## src/rtl/jab_pkg.sv

```systemverilog
// Shared types and constants for the JTAG-to-APB bridge.
// Assumes the TAP encodes its action on two bits as listed below.
package jab_pkg;
    typedef enum logic [1:0] {
        ACT_IDLE    = 2'd0,
        ACT_CAPTURE = 2'd1,
        ACT_SHIFT   = 2'd2,
        ACT_UPDATE  = 2'd3
    } jab_act_e;

    typedef enum logic [1:0] {
        SEL_BYPASS = 2'd0,
        SEL_IDCODE = 2'd1,
        SEL_CTRL   = 2'd2,
        SEL_ACCESS = 2'd3
    } jab_sel_e;

    typedef enum logic [1:0] {
        ST_IDLE   = 2'd0,
        ST_SETUP  = 2'd1,
        ST_ACCESS = 2'd2
    } jab_apb_st_e;

    localparam logic [1:0] OP_READ      = 2'd1;
    localparam logic [1:0] OP_WRITE     = 2'd2;
    localparam logic [1:0] STAT_OK      = 2'b00;
    localparam logic [1:0] STAT_SLVERR  = 2'b01;
    localparam logic [1:0] STAT_OVERLAP = 2'b11;

    // control word field positions
    localparam int CTRL_STAT_LO = 10;
    localparam int CTRL_BUSY    = 12;
    localparam int CTRL_CLR_LO  = 2;
    localparam int CTRL_CLR_HI  = 17;
endpackage

```

## src/rtl/jab_ir_decode.sv

```systemverilog
// Instruction decoder: maps the TAP instruction onto one of four
// register selections. Assumes the instruction codes are distinct.
module jab_ir_decode #(
    parameter int IR_W      = 5,
    parameter int IR_IDCODE = 1,
    parameter int IR_CTRL   = 16,
    parameter int IR_ACCESS = 17
) (
    input  logic [IR_W-1:0]   ir,
    output jab_pkg::jab_sel_e sel
);
    import jab_pkg::*;

    // pick the register addressed by the instruction, bypass otherwise
    always_comb begin
        if (ir == IR_W'(IR_IDCODE))      sel = SEL_IDCODE;
        else if (ir == IR_W'(IR_CTRL))   sel = SEL_CTRL;
        else if (ir == IR_W'(IR_ACCESS)) sel = SEL_ACCESS;
        else                             sel = SEL_BYPASS;
    end
endmodule

```

## src/rtl/jab_scan_mux.sv

```systemverilog
// Scan data path: builds the capture values, the shift result and the
// topmost-valid-bit mask. Purely combinational; the TAP samples dr_out.
module jab_scan_mux #(
    parameter int          ADDR_W   = 16,
    parameter int          DATA_W   = 32,
    parameter int          ID_W     = 32,
    parameter int          CTRL_W   = 32,
    parameter logic [31:0] ID_VALUE = 32'h0A35_C0DF,
    localparam int         DR_W     = ADDR_W + DATA_W + 2
) (
    input  jab_pkg::jab_act_e act,
    input  jab_pkg::jab_sel_e sel,
    input  logic [DR_W-1:0]   dr_in,
    input  logic [1:0]        status,
    input  logic              busy,
    input  logic [ADDR_W-1:0] last_addr,
    input  logic [DATA_W-1:0] rdata,
    output logic [DR_W-1:0]   dr_out,
    output logic [DR_W-1:0]   dr_msb_mask
);
    import jab_pkg::*;

    logic [DR_W-1:0] cap_val;
    logic [DR_W-1:0] ctrl_val;

    // control word: status and busy flag, zero elsewhere
    always_comb begin
        ctrl_val = '0;
        ctrl_val[CTRL_STAT_LO +: 2] = status;
        ctrl_val[CTRL_BUSY]         = busy;
    end

    // capture value of the selected register
    always_comb begin
        case (sel)
            SEL_IDCODE: cap_val = DR_W'(ID_VALUE);
            SEL_CTRL:   cap_val = ctrl_val;
            SEL_ACCESS: cap_val = {last_addr, rdata, status};
            default:    cap_val = '0;
        endcase
    end

    // output word according to the TAP action
    always_comb begin
        case (act)
            ACT_CAPTURE: dr_out = cap_val;
            ACT_SHIFT:   dr_out = dr_in >> 1;
            default:     dr_out = dr_in;
        endcase
    end

    // topmost valid bit of the selected register
    always_comb begin
        dr_msb_mask = '0;
        case (sel)
            SEL_IDCODE: dr_msb_mask[ID_W-1]   = 1'b1;
            SEL_CTRL:   dr_msb_mask[CTRL_W-1] = 1'b1;
            SEL_ACCESS: dr_msb_mask[DR_W-1]   = 1'b1;
            default:    dr_msb_mask[0]        = 1'b1;
        endcase
    end

    // mask must always mark exactly one bit
    always_comb begin
        AST_MASK_ONEHOT: assert ($onehot(dr_msb_mask));
    end
endmodule

```

## src/rtl/jab_apb_master.sv

```systemverilog
// Single-transfer APB master: setup phase, then access phase held until
// pready. Latches read data at completion. Assumes start only when idle.
module jab_apb_master #(
    parameter int ADDR_W = 16,
    parameter int DATA_W = 32
) (
    input  logic              clk,
    input  logic              rst_n,
    input  logic              start,
    input  logic              start_write,
    input  logic [ADDR_W-1:0] start_addr,
    input  logic [DATA_W-1:0] start_wdata,
    output logic              psel,
    output logic              penable,
    output logic              pwrite,
    output logic [ADDR_W-1:0] paddr,
    output logic [DATA_W-1:0] pwdata,
    input  logic [DATA_W-1:0] prdata,
    input  logic              pready,
    input  logic              pslverr,
    output logic              busy,
    output logic              err_done,
    output logic [DATA_W-1:0] rdata
);
    import jab_pkg::*;

    jab_apb_st_e state;
    logic        done;

    // transfer sequencing and request/response capture
    always_ff @(posedge clk) begin
        if (!rst_n) begin
            state  <= ST_IDLE;
            pwrite <= 1'b0;
            paddr  <= '0;
            pwdata <= '0;
            rdata  <= '0;
        end else begin
            case (state)
                ST_IDLE: if (start) begin
                    state  <= ST_SETUP;
                    pwrite <= start_write;
                    paddr  <= start_addr;
                    pwdata <= start_wdata;
                end
                ST_SETUP: state <= ST_ACCESS;
                ST_ACCESS: if (pready) begin
                    state <= ST_IDLE;
                    if (!pwrite) rdata <= prdata;
                end
                default: state <= ST_IDLE;
            endcase
        end
    end

    // bus phase outputs and completion events
    always_comb begin
        psel     = (state != ST_IDLE);
        penable  = (state == ST_ACCESS);
        busy     = psel;
        done     = penable && pready;
        err_done = done && pslverr;
    end

    AST_ENABLE_NEEDS_SEL: assert property (@(posedge clk) disable iff (!rst_n)
        penable |-> psel);
    AST_SETUP_THEN_ACCESS: assert property (@(posedge clk) disable iff (!rst_n)
        (psel && !penable) |=> (psel && penable));
    AST_HOLD_UNTIL_READY: assert property (@(posedge clk) disable iff (!rst_n)
        (penable && !pready) |=> (penable && $stable(paddr) && $stable(pwrite)));
    AST_IDLE_AFTER_DONE: assert property (@(posedge clk) disable iff (!rst_n)
        (penable && pready) |=> !psel);
endmodule

```

## src/rtl/jab_status_track.sv

```systemverilog
// Sticky two-bit error status. Clear has top priority, then overlap,
// then slave error, which only marks a clean status.
module jab_status_track (
    input  logic       clk,
    input  logic       rst_n,
    input  logic       clr,
    input  logic       overlap,
    input  logic       slv_err,
    output logic [1:0] status
);
    import jab_pkg::*;

    // update the sticky status from the three events
    always_ff @(posedge clk) begin
        if (!rst_n)                          status <= STAT_OK;
        else if (clr)                        status <= STAT_OK;
        else if (overlap)                    status <= STAT_OVERLAP;
        else if (slv_err && status == STAT_OK) status <= STAT_SLVERR;
    end

    AST_OVERLAP_STICKS: assert property (@(posedge clk) disable iff (!rst_n)
        (status == STAT_OVERLAP && !clr) |=> (status == STAT_OVERLAP));
endmodule

```

## src/rtl/jtag_apb_bridge.sv

```systemverilog
// JTAG TAP client that runs APB transfers from access-word updates.
// Assumes the TAP holds act for one cycle per action and that dr_in
// is valid whenever act is update.
module jtag_apb_bridge #(
    parameter int          IR_W      = 5,
    parameter int          ADDR_W    = 16,
    parameter int          DATA_W    = 32,
    parameter logic [31:0] ID_VALUE  = 32'h0A35_C0DF,
    parameter int          IR_IDCODE = 1,
    parameter int          IR_CTRL   = 16,
    parameter int          IR_ACCESS = 17,
    localparam int         DR_W      = ADDR_W + DATA_W + 2
) (
    input  logic              clk,
    input  logic              rst_n,
    input  logic [IR_W-1:0]   ir,
    input  logic [1:0]        act,
    input  logic [DR_W-1:0]   dr_in,
    output logic [DR_W-1:0]   dr_out,
    output logic [DR_W-1:0]   dr_msb_mask,
    output logic              psel,
    output logic              penable,
    output logic              pwrite,
    output logic [ADDR_W-1:0] paddr,
    output logic [DATA_W-1:0] pwdata,
    input  logic [DATA_W-1:0] prdata,
    input  logic              pready,
    input  logic              pslverr
);
    import jab_pkg::*;

    jab_act_e          act_e;
    jab_sel_e          sel;
    logic              upd;
    logic              req;
    logic              start;
    logic              overlap;
    logic              clr;
    logic              busy;
    logic              err_done;
    logic [1:0]        status;
    logic [DATA_W-1:0] rdata;
    logic [1:0]        op;

    // classify the TAP action into request, drop and clear events
    always_comb begin
        act_e   = jab_act_e'(act);
        op      = dr_in[1:0];
        upd     = (act_e == ACT_UPDATE);
        req     = upd && (sel == SEL_ACCESS) && (op == OP_READ || op == OP_WRITE);
        start   = req && !busy;
        overlap = req && busy;
        clr     = upd && (sel == SEL_CTRL) && (|dr_in[CTRL_CLR_HI:CTRL_CLR_LO]);
    end

    jab_ir_decode #(
        .IR_W(IR_W), .IR_IDCODE(IR_IDCODE), .IR_CTRL(IR_CTRL), .IR_ACCESS(IR_ACCESS)
    ) u_decode (
        .ir (ir),
        .sel(sel)
    );

    jab_apb_master #(.ADDR_W(ADDR_W), .DATA_W(DATA_W)) u_master (
        .clk        (clk),
        .rst_n      (rst_n),
        .start      (start),
        .start_write(op == OP_WRITE),
        .start_addr (dr_in[DR_W-1 -: ADDR_W]),
        .start_wdata(dr_in[2 +: DATA_W]),
        .psel       (psel),
        .penable    (penable),
        .pwrite     (pwrite),
        .paddr      (paddr),
        .pwdata     (pwdata),
        .prdata     (prdata),
        .pready     (pready),
        .pslverr    (pslverr),
        .busy       (busy),
        .err_done   (err_done),
        .rdata      (rdata)
    );

    jab_status_track u_status (
        .clk    (clk),
        .rst_n  (rst_n),
        .clr    (clr),
        .overlap(overlap),
        .slv_err(err_done),
        .status (status)
    );

    jab_scan_mux #(
        .ADDR_W(ADDR_W), .DATA_W(DATA_W), .ID_W(32), .CTRL_W(32), .ID_VALUE(ID_VALUE)
    ) u_scan (
        .act        (act_e),
        .sel        (sel),
        .dr_in      (dr_in),
        .status     (status),
        .busy       (busy),
        .last_addr  (paddr),
        .rdata      (rdata),
        .dr_out     (dr_out),
        .dr_msb_mask(dr_msb_mask)
    );

    AST_START_SETUP: assert property (@(posedge clk) disable iff (!rst_n)
        (req && !busy) |=> (psel && !penable));
    AST_OVERLAP_FLAG: assert property (@(posedge clk) disable iff (!rst_n)
        (req && busy) |=> (status == STAT_OVERLAP));
    AST_CLEAR_WINS: assert property (@(posedge clk) disable iff (!rst_n)
        clr |=> (status == STAT_OK));
endmodule

```

## config.mk

```make
export PLATFORM = sky130hd
export DESIGN_NAME = jtag_apb_bridge
export DESIGN_NICKNAME = d
export VERILOG_FILES = /design/src/rtl/jab_pkg.sv /design/src/rtl/jab_ir_decode.sv /design/src/rtl/jab_scan_mux.sv /design/src/rtl/jab_apb_master.sv /design/src/rtl/jab_status_track.sv /design/src/rtl/jtag_apb_bridge.sv
export SDC_FILE = /design/constraint.sdc
export NUM_CORES = 1
export LEC_CHECK = 0
export BUFFER_PORTS_ARGS = -buffer_cell sky130_fd_sc_hd__buf_2
export CAP_MARGIN = 20
export CORE_MARGIN = 1.5
export CORE_UTILIZATION = 43
export DETAILED_ROUTE_END_ITERATION = 7
export PLACE_DENSITY = 0.78
export SLEW_MARGIN = 15
export SYNTH_ARGS = -nofsm -noshare
export SYNTH_HDL_FRONTEND = slang
export SYNTH_HIERARCHICAL = 1
export SYNTH_SLANG_ARGS = --single-unit
```

## constraint.sdc

```tcl
create_clock -name clk -period 2.1 [get_ports clk]
set_input_delay 0.315 -clock clk [delete_from_list [all_inputs] [get_ports clk]]
set_output_delay 0.315 -clock clk [all_outputs]
set_load 0.02 [all_outputs]
```

==> flow_metrics.env, run 1 <==
export IMPL_r2r_start="u_master/state[0]$_SDFFE_PN0P_"
export IMPL_path_clk_slew_ns=0.06
export IMPL_synth_top_area_share_pct=32.4
export IMPL_yosys_mux_area_fraction_pct=15.4
export IMPL_violations="negative setup slack"
export IMPL_std_cell_rows=40
export IMPL_slowest_delay_ns=0.32
export IMPL_path_cells="buf_8, nor4b_4, buf_4, ha_4, and2_4, clkbuf_16, a221oi_2, a21oi_2, buf_4"
export IMPL_grt_use_total_pct=24.8
export IMPL_grt_pass1_wl_um=24700
export IMPL_postPlaceCellArea_um2=6520
export IMPL_criticalPathCategory="in -> out"
export IMPL_min_delay_path_class="in -> reg"
export IMPL_fp_coreArea_um2=12000
export IMPL_drv_slew=0
export IMPL_via_per_inst=5.19
export IMPL_vias=5086
export IMPL_hold_viol=0
export IMPL_crit_arrival_ns=1.88
export IMPL_hpwl_um=11900
export IMPL_synth_top_family_by_area="simple AND/OR/NAND/NOR gates"
export IMPL_clkLatencyLatePin_ns=0.34
export IMPL_cp_depth=9
export IMPL_fin_nets=927
export IMPL_avgSynthCellArea_um2=8.22
export IMPL_cp_slowest_cell="nor4b_4"
export IMPL_ys_seq_elements=85
export IMPL_ys_top_cells_by_area="dfxtp_1, mux2i_1, nand2_1"
export IMPL_utilization_pct=61.3
export IMPL_cts_made_buffers=9
export IMPL_io_pins=244
export IMPL_cts_tree="built"
export IMPL_antenna_cells=0
export IMPL_synth_adder_area_share_pct=1.43
export IMPL_die_area_um2=12900
export IMPL_r2r_end="u_master/paddr[3]$_SDFFE_PN0P_"
export IMPL_ir_drop_uv=362
export IMPL_swShare_pct=31.3
export IMPL_setup_viol_count_final=44
export IMPL_synthDistinctLibCells=36
export IMPL_total_power_w=0.00433
export IMPL_max_freq_mhz=455
export IMPL_comb_power_share_pct=26.0
export IMPL_startpoint="ir[1]"
export IMPL_syn_area_um2=5250
export IMPL_cpLargestDelayFamily="buffers and inverters"
export IMPL_leakagePower_nw=3.24
export IMPL_synth_xor_area_share_pct=0
export IMPL_drtPass1Iterations=5
export IMPL_antenna_found_initial=0
export IMPL_die_x_um=114
export IMPL_r2r_slack_ns=0.36
export IMPL_pwr_share_clk_pct=36.7
export IMPL_synth_simple_area_share_pct=17.8
export IMPL_syn_inst=639
export IMPL_synth_area_leader_cell="dfxtp_1"
export IMPL_initial_core_util_pct=43.9
export IMPL_synth_seq_area_share_pct=32.4
export IMPL_worst_slack_ns=-0.0984
export IMPL_stdcell_area_um2=7340
export IMPL_ant_nets=0
export IMPL_cts_buffer_depth=2
export IMPL_seqCellArea_um2=1700
export IMPL_post_route_min_period_ns=2.20
export IMPL_cts_root_buf="clkbuf_16"
export IMPL_port_buffers=196
export IMPL_required_ns=1.78
export IMPL_crit_top_cell="buf_4"
export IMPL_grt_max_degree=87
export IMPL_drive_above_1_share_pct=41.5
export IMPL_clock_sinks=85
export IMPL_r2r_cells=6
export IMPL_seqPwrFrac_pct=37.3
export IMPL_grt_ovfl_total=0
export IMPL_status="finished with violations"
export IMPL_maxCapViolations=0
export IMPL_power_density_nw_per_um2=590
export IMPL_drt_wl_total_um=17000
export IMPL_htreeDepth=3
export IMPL_ys_warn_count=6
export IMPL_critPathMaxFanout=8
export IMPL_worstSetupStartpointType="input pin"
export IMPL_cp_num_buf_inv=4
export IMPL_p_int_w=0.00297
export IMPL_grt_pass1_vias=4598
export IMPL_drtIter0Drc=397
export IMPL_multi_input_area_um2=3360
export IMPL_synth_compound_area_share_pct=16.9
export IMPL_power_switching_w=0.00136
export IMPL_wl_per_cell_um=17.3
export IMPL_grt_setup_unrepaired="true"
export IMPL_min_period_over_period_pct=105
export IMPL_critPathCaptureType="output port"
export IMPL_fin_skew_ns=0.00552
export IMPL_area_growth_pct=39.7
export IMPL_crit_end="dr_out[9]"
export IMPL_fillCellCount=1045
export IMPL_die_h_um=114
export IMPL_cts_hold_buf=0
export IMPL_drc=0
export IMPL_finalWeightedCongestion=0.893
[synth_stat cells]
library cell,number
a21oi_1,46
a21oi_2,1
a221oi_1,2
a221oi_2,29
a22oi_1,3
and2_1,2
and2_4,1
and2b_1,1
and3_1,1
and4_1,1
buf_1,3
buf_12,3
buf_2,12
buf_4,50
buf_6,10
clkbuf_1,22
conb_1,1
dfxtp_1,85
ha_1,6
inv_1,36
mux2i_1,81
nand2_1,200
nand2b_1,3
nand3_1,1
nor2_1,3
nor2b_1,3
nor3_1,1
nor3b_1,3
nor4_1,4
nor4b_1,2
nor4bb_1,1
o21a_1,1
o21ai_0,1
o21ai_1,1
o221ai_1,18
or2_1,1
[worst min-delay path by stage]
stage                                     startpoint                               end  slack, ns  cells past startpoint
floorplan             u_master/rdata[0]$_SDFFE_PN0P_    u_master/rdata[0]$_SDFFE_PN0P_       0.43                      2
global placement    u_master/pwdata[14]$_SDFFE_PN0P_  u_master/pwdata[14]$_SDFFE_PN0P_       0.44                      2
detailed placement  u_master/pwdata[21]$_SDFFE_PN0P_  u_master/pwdata[21]$_SDFFE_PN0P_       0.45                      2
CTS                                       prdata[12]   u_master/rdata[12]$_SDFFE_PN0P_       0.20                      3
global route                              prdata[31]   u_master/rdata[31]$_SDFFE_PN0P_       0.21                      3
finish                                    prdata[12]   u_master/rdata[12]$_SDFFE_PN0P_       0.21                      3
[cells in the final DEF (no fill, tap or decap), drive strengths merged, types with 2 or more instances in the layout]
master,count
a21oi,47
a221oi,31
a22oi,3
and2,3
buf,229
clkbuf,13
clkinv,3
clkinvlp,2
conb,47
dfxtp,85
ha,6
inv,36
mux2i,81
nand2,200
nand2b,3
nor2,3
nor2b,3
nor3b,3
nor4,4
nor4b,2
o21ai,2
o221ai,18
[worst register-to-register path: stages, from the launching register on]
cell	delay [ns]
dfxtp_1	0.38
or2_1	0.31
and2b_1	0.21
nor3b_2	0.17
buf_4	0.18
buf_12	0.18
mux2i_1	0.22
[cells by family (layout without fill, tap and decap cells)]
kind of cell,after synthesis,in the layout
AOI/OAI and AO/OA,102,102
adders and majority gates,6,6
buffers and inverters,136,284
DFF,85,85
muxes,81,81
other,1,47
and+or+nand+nor,228,228
[repair_timing]
item | 4_1_cts | 5_1_grt
setup endpoints to repair | 34 | 51
gates cloned | 1 | 3
pin swaps | 4 | 12
buffers inserted | 2 | 4
resized for setup | 52 | 47
[power by group through the flow]
stage | Sequential (W) | Clock, W | Combinational, W
global route | 0.00161 | 0.00169 | 0.00120
CTS | 0.00161 | 0.00163 | 0.00105
floorplan | 0.00165 | 0 | 0.000694
global placement | 0.00165 | 0 | 0.000977
detailed placement | 0.00165 | 0 | 0.000982
finish | 0.00161 | 0.00159 | 0.00112
[per-stage QoR]
| step | hold slack, ns | setup slack (ns) | std cells | TNS [ns] |
|---|---|---|---|---|
| floorplan | 0.435 | -0.00548 | 685 | -0.0392 |
| global placement | 0.440 | -0.0916 | 954 | -3.10 |
| detailed placement | 0.448 | -0.125 | 954 | -4.41 |
| CTS | 0.203 | -0.0577 | 973 | -0.260 |
| global route | 0.215 | -0.125 | 980 | -3.69 |
| finish | 0.215 | -0.0984 | 980 | -1.97 |
[registers in the layout, summed over array words and instances (netlist names)]
signal	cells
u_master/paddr	16
u_status/status	2
u_master/pwdata	32
u_master/pwrite	1
u_master/state	2
u_master/rdata	32
[layout make-up]
cell class / instances / share of cell area (%)
multi-input cells: 464 / 45.8
flip-flops and latches: 85 / 23.2
repair buffers: 232 / 22.7
clock buffers: 10 / 3.12
well taps: 147 / 2.51
inverters: 36 / 1.88
clock inverters: 6 / 0.870
[routing by layer]
layer / vias up / global-route usage (%) / routed length, um
met5: - / 0 / 0
met4: 0 / 9.92 / 423
met3: 32 / 6.91 / 1350
met2: 249 / 42.5 / 8530
met1: 2359 / 29.2 / 6660
li1: 2446 / - / -
Power figures use the tool's default switching activity.
==> run 2: changes to the inputs <==
Settings changed: CORE_ASPECT_RATIO set to 0.75.
==> run 2 against run 1 <==
- the run still ends with negative setup slack left
- non-clock buffer count is 4 lower
- wire length down 2.6%
- worst setup slack improved by 0.072 ns
- die area hardly changed
- fmax grew 3.4%
- clock-buffer cell count down 1
- clock power is 9% higher
==> flow_metrics.env, run 2 (same netlist as run 1, synthesis figures left out) <==
export IMPL_status="finished with violations"
export IMPL_violations="negative setup slack"
export IMPL_std_cell_rows=34
export IMPL_grt_ovfl_total=0
export IMPL_maxCapViolations=0
export IMPL_grt_setup_unrepaired="true"
export IMPL_critPathMaxFanout=8
export IMPL_via_per_inst=5.05
export IMPL_timing_slew_headroom_pct=66.3
export IMPL_min_delay_path_class="in -> reg"
export IMPL_final_cell_mix="nand2_1, buf_2, dfxtp_1"
export IMPL_path_cells="buf_8, nor4b_4, ha_2, and2_4, bufbuf_16, a221oi_2, a21oi_2, buf_6"
export IMPL_initial_core_util_pct=44.7
export IMPL_antenna_found_initial=0
export IMPL_htreeDepth=3
export IMPL_slowest_delay_ns=0.33
export IMPL_worstMarginPinSlew_ns=0.505
export IMPL_postPlaceCellArea_um2=6540
export IMPL_die_x_um=131
export IMPL_stdcell_area_um2=7170
export IMPL_grt_pass1_wl_um=25000
export IMPL_setup_viol_count_final=13
export IMPL_drt_wl_total_um=16500
export IMPL_leakagePower_nw=3.20
export IMPL_max_freq_mhz=470
export IMPL_die_area_um2=12900
export IMPL_clock_sinks=85
export IMPL_cp_slowest_cell="nor4b_4"
export IMPL_crit_arrival_ns=1.81
export IMPL_cts_made_buffers=9
export IMPL_reg_largest_list="u_master/pwdata (32), u_master/rdata (32), u_master/paddr (16)"
export IMPL_worstSetupStartpointType="input pin"
export IMPL_area_growth_pct=36.5
export IMPL_min_period_over_period_pct=101
export IMPL_vias=5010
export IMPL_drtIter0Drc=438
export IMPL_ir_drop_uv=417
export IMPL_hpwl_um=12000
export IMPL_io_pins=244
export IMPL_grt_pass1_vias=4582
export IMPL_hold_viol=0
export IMPL_grt_use_total_pct=25.0
export IMPL_path_clk_slew_ns=0.06
export IMPL_cts_tree="built"
export IMPL_criticalPathCategory="in -> out"
export IMPL_fp_coreArea_um2=11700
export IMPL_final_common_cell="nand2_1"
export IMPL_critPathCaptureType="output port"
export IMPL_power_density_nw_per_um2=619
export IMPL_required_ns=1.78
export IMPL_drtPass1Iterations=5
export IMPL_grt_max_degree=50
export IMPL_port_buffers=196
export IMPL_cts_buffer_depth=2
export IMPL_fin_nets=923
export IMPL_finalWeightedCongestion=0.859
export IMPL_post_route_min_period_ns=2.13
export IMPL_cts_root_buf="clkbuf_16"
export IMPL_wl_per_cell_um=16.7
export IMPL_die_h_um=98.7
export IMPL_drive_above_1_share_pct=40.2
export IMPL_fin_skew_ns=0.00503
export IMPL_drc=0
export IMPL_ant_nets=0
export IMPL_drv_slew=0
export IMPL_utilization_pct=61.1
export IMPL_worst_slack_ns=-0.0264
export IMPL_cts_hold_buf=0
export IMPL_clkLatencyLatePin_ns=0.34
-- run 2: changes by cell type in the layout (fill, tap and decap cells not counted), sizes merged --
cell      change
clkbuf        -4
clkinvlp      -1
bufinv        +1
buf           -2
bufbuf        +1
inv           +1
diode         +1
-- run 2: path summary, 6_finish.rpt --
kind                                endpoint  cells past startpoint                            start  slack (ns)
max                               dr_out[39]                      8                            ir[2]       -0.03
min reg2reg  u_master/pwdata[7]$_SDFFE_PN0P_                      2  u_master/pwdata[7]$_SDFFE_PN0P_        0.45
max reg2reg   u_master/paddr[0]$_SDFFE_PN0P_                      5   u_master/state[0]$_SDFFE_PN0P_        0.33
min          u_master/rdata[30]$_SDFFE_PN0P_                      3                       prdata[30]        0.22
-- run 2: through the flow --
| stage | power, W | hold WS (ns) | setup slack, ns | setup TNS (ns) | cells |
|---|---|---|---|---|---|
| finish | 0.00444 | 0.216 | -0.0264 | -0.110 | 992 |
| global route | 0.00460 | 0.223 | -0.0975 | -1.31 | 991 |
| CTS | 0.00442 | 0.208 | -0.0209 | -0.0812 | 990 |
| detailed placement | 0.00263 | 0.445 | -0.246 | -12.75 | 968 |
| global placement | 0.00262 | 0.440 | -0.144 | -8.08 | 968 |
| floorplan | 0.00234 | 0.435 | -0.00548 | -0.0392 | 685 |
-- run 2: cell type report --
class,count,area (um2)
fill,1071,4570
multi-input combinational,464,3250
clock inverter,7,98.8
sequential,85,1700
antenna,1,2.50
tap,162,203
inverter,36,135
timing repair buffer,228,1550
clock buffer,9,225
-- run 2: report_power, final --
| group | total, W | switching (W) | leakage (nW) | internal [W] |
|---|---|---|---|---|
| combinational | 0.00108 | 0.000669 | 2.36 | 0.000413 |
| clock | 0.00174 | 0.000696 | 0.156 | 0.00105 |
| sequential | 0.00161 | 0.000000296 | 0.684 | 0.00161 |
| total | 0.00444 | 0.00136 | 3.20 | 0.00307 |
-- run 2: layer usage --
layer | track usage [%] | wire (um) | vias up
li1 | - | - | 2438
met4 | 6.34 | 259 | 0
met1 | 35.9 | 7770 | 2357
met5 | 0 | 0 | -
met2 | 36.6 | 7230 | 198
met3 | 7.06 | 1260 | 17
-- run 2: worst max-delay path, delay by kind of cell --
| family | cells | cell delay [ns] |
|---|---|---|
| adder cells (fa/ha/maj) | 1 | 0.24 |
| AND/OR/NAND/NOR | 2 | 0.52 |
| buffers and inverters | 3 | 0.53 |
| AO/OA/AOI/OAI | 2 | 0.20 |
-- run 2: timing repair --
| item | 4_1_cts | 5_1_grt |
|---|---|---|
| setup buffers | 5 | 3 |
| gates cloned | 2 | 0 |
| pin swaps | 5 | 3 |
| resized for setup | 40 | 29 |
| setup endpoints to repair | 35 | 52 |
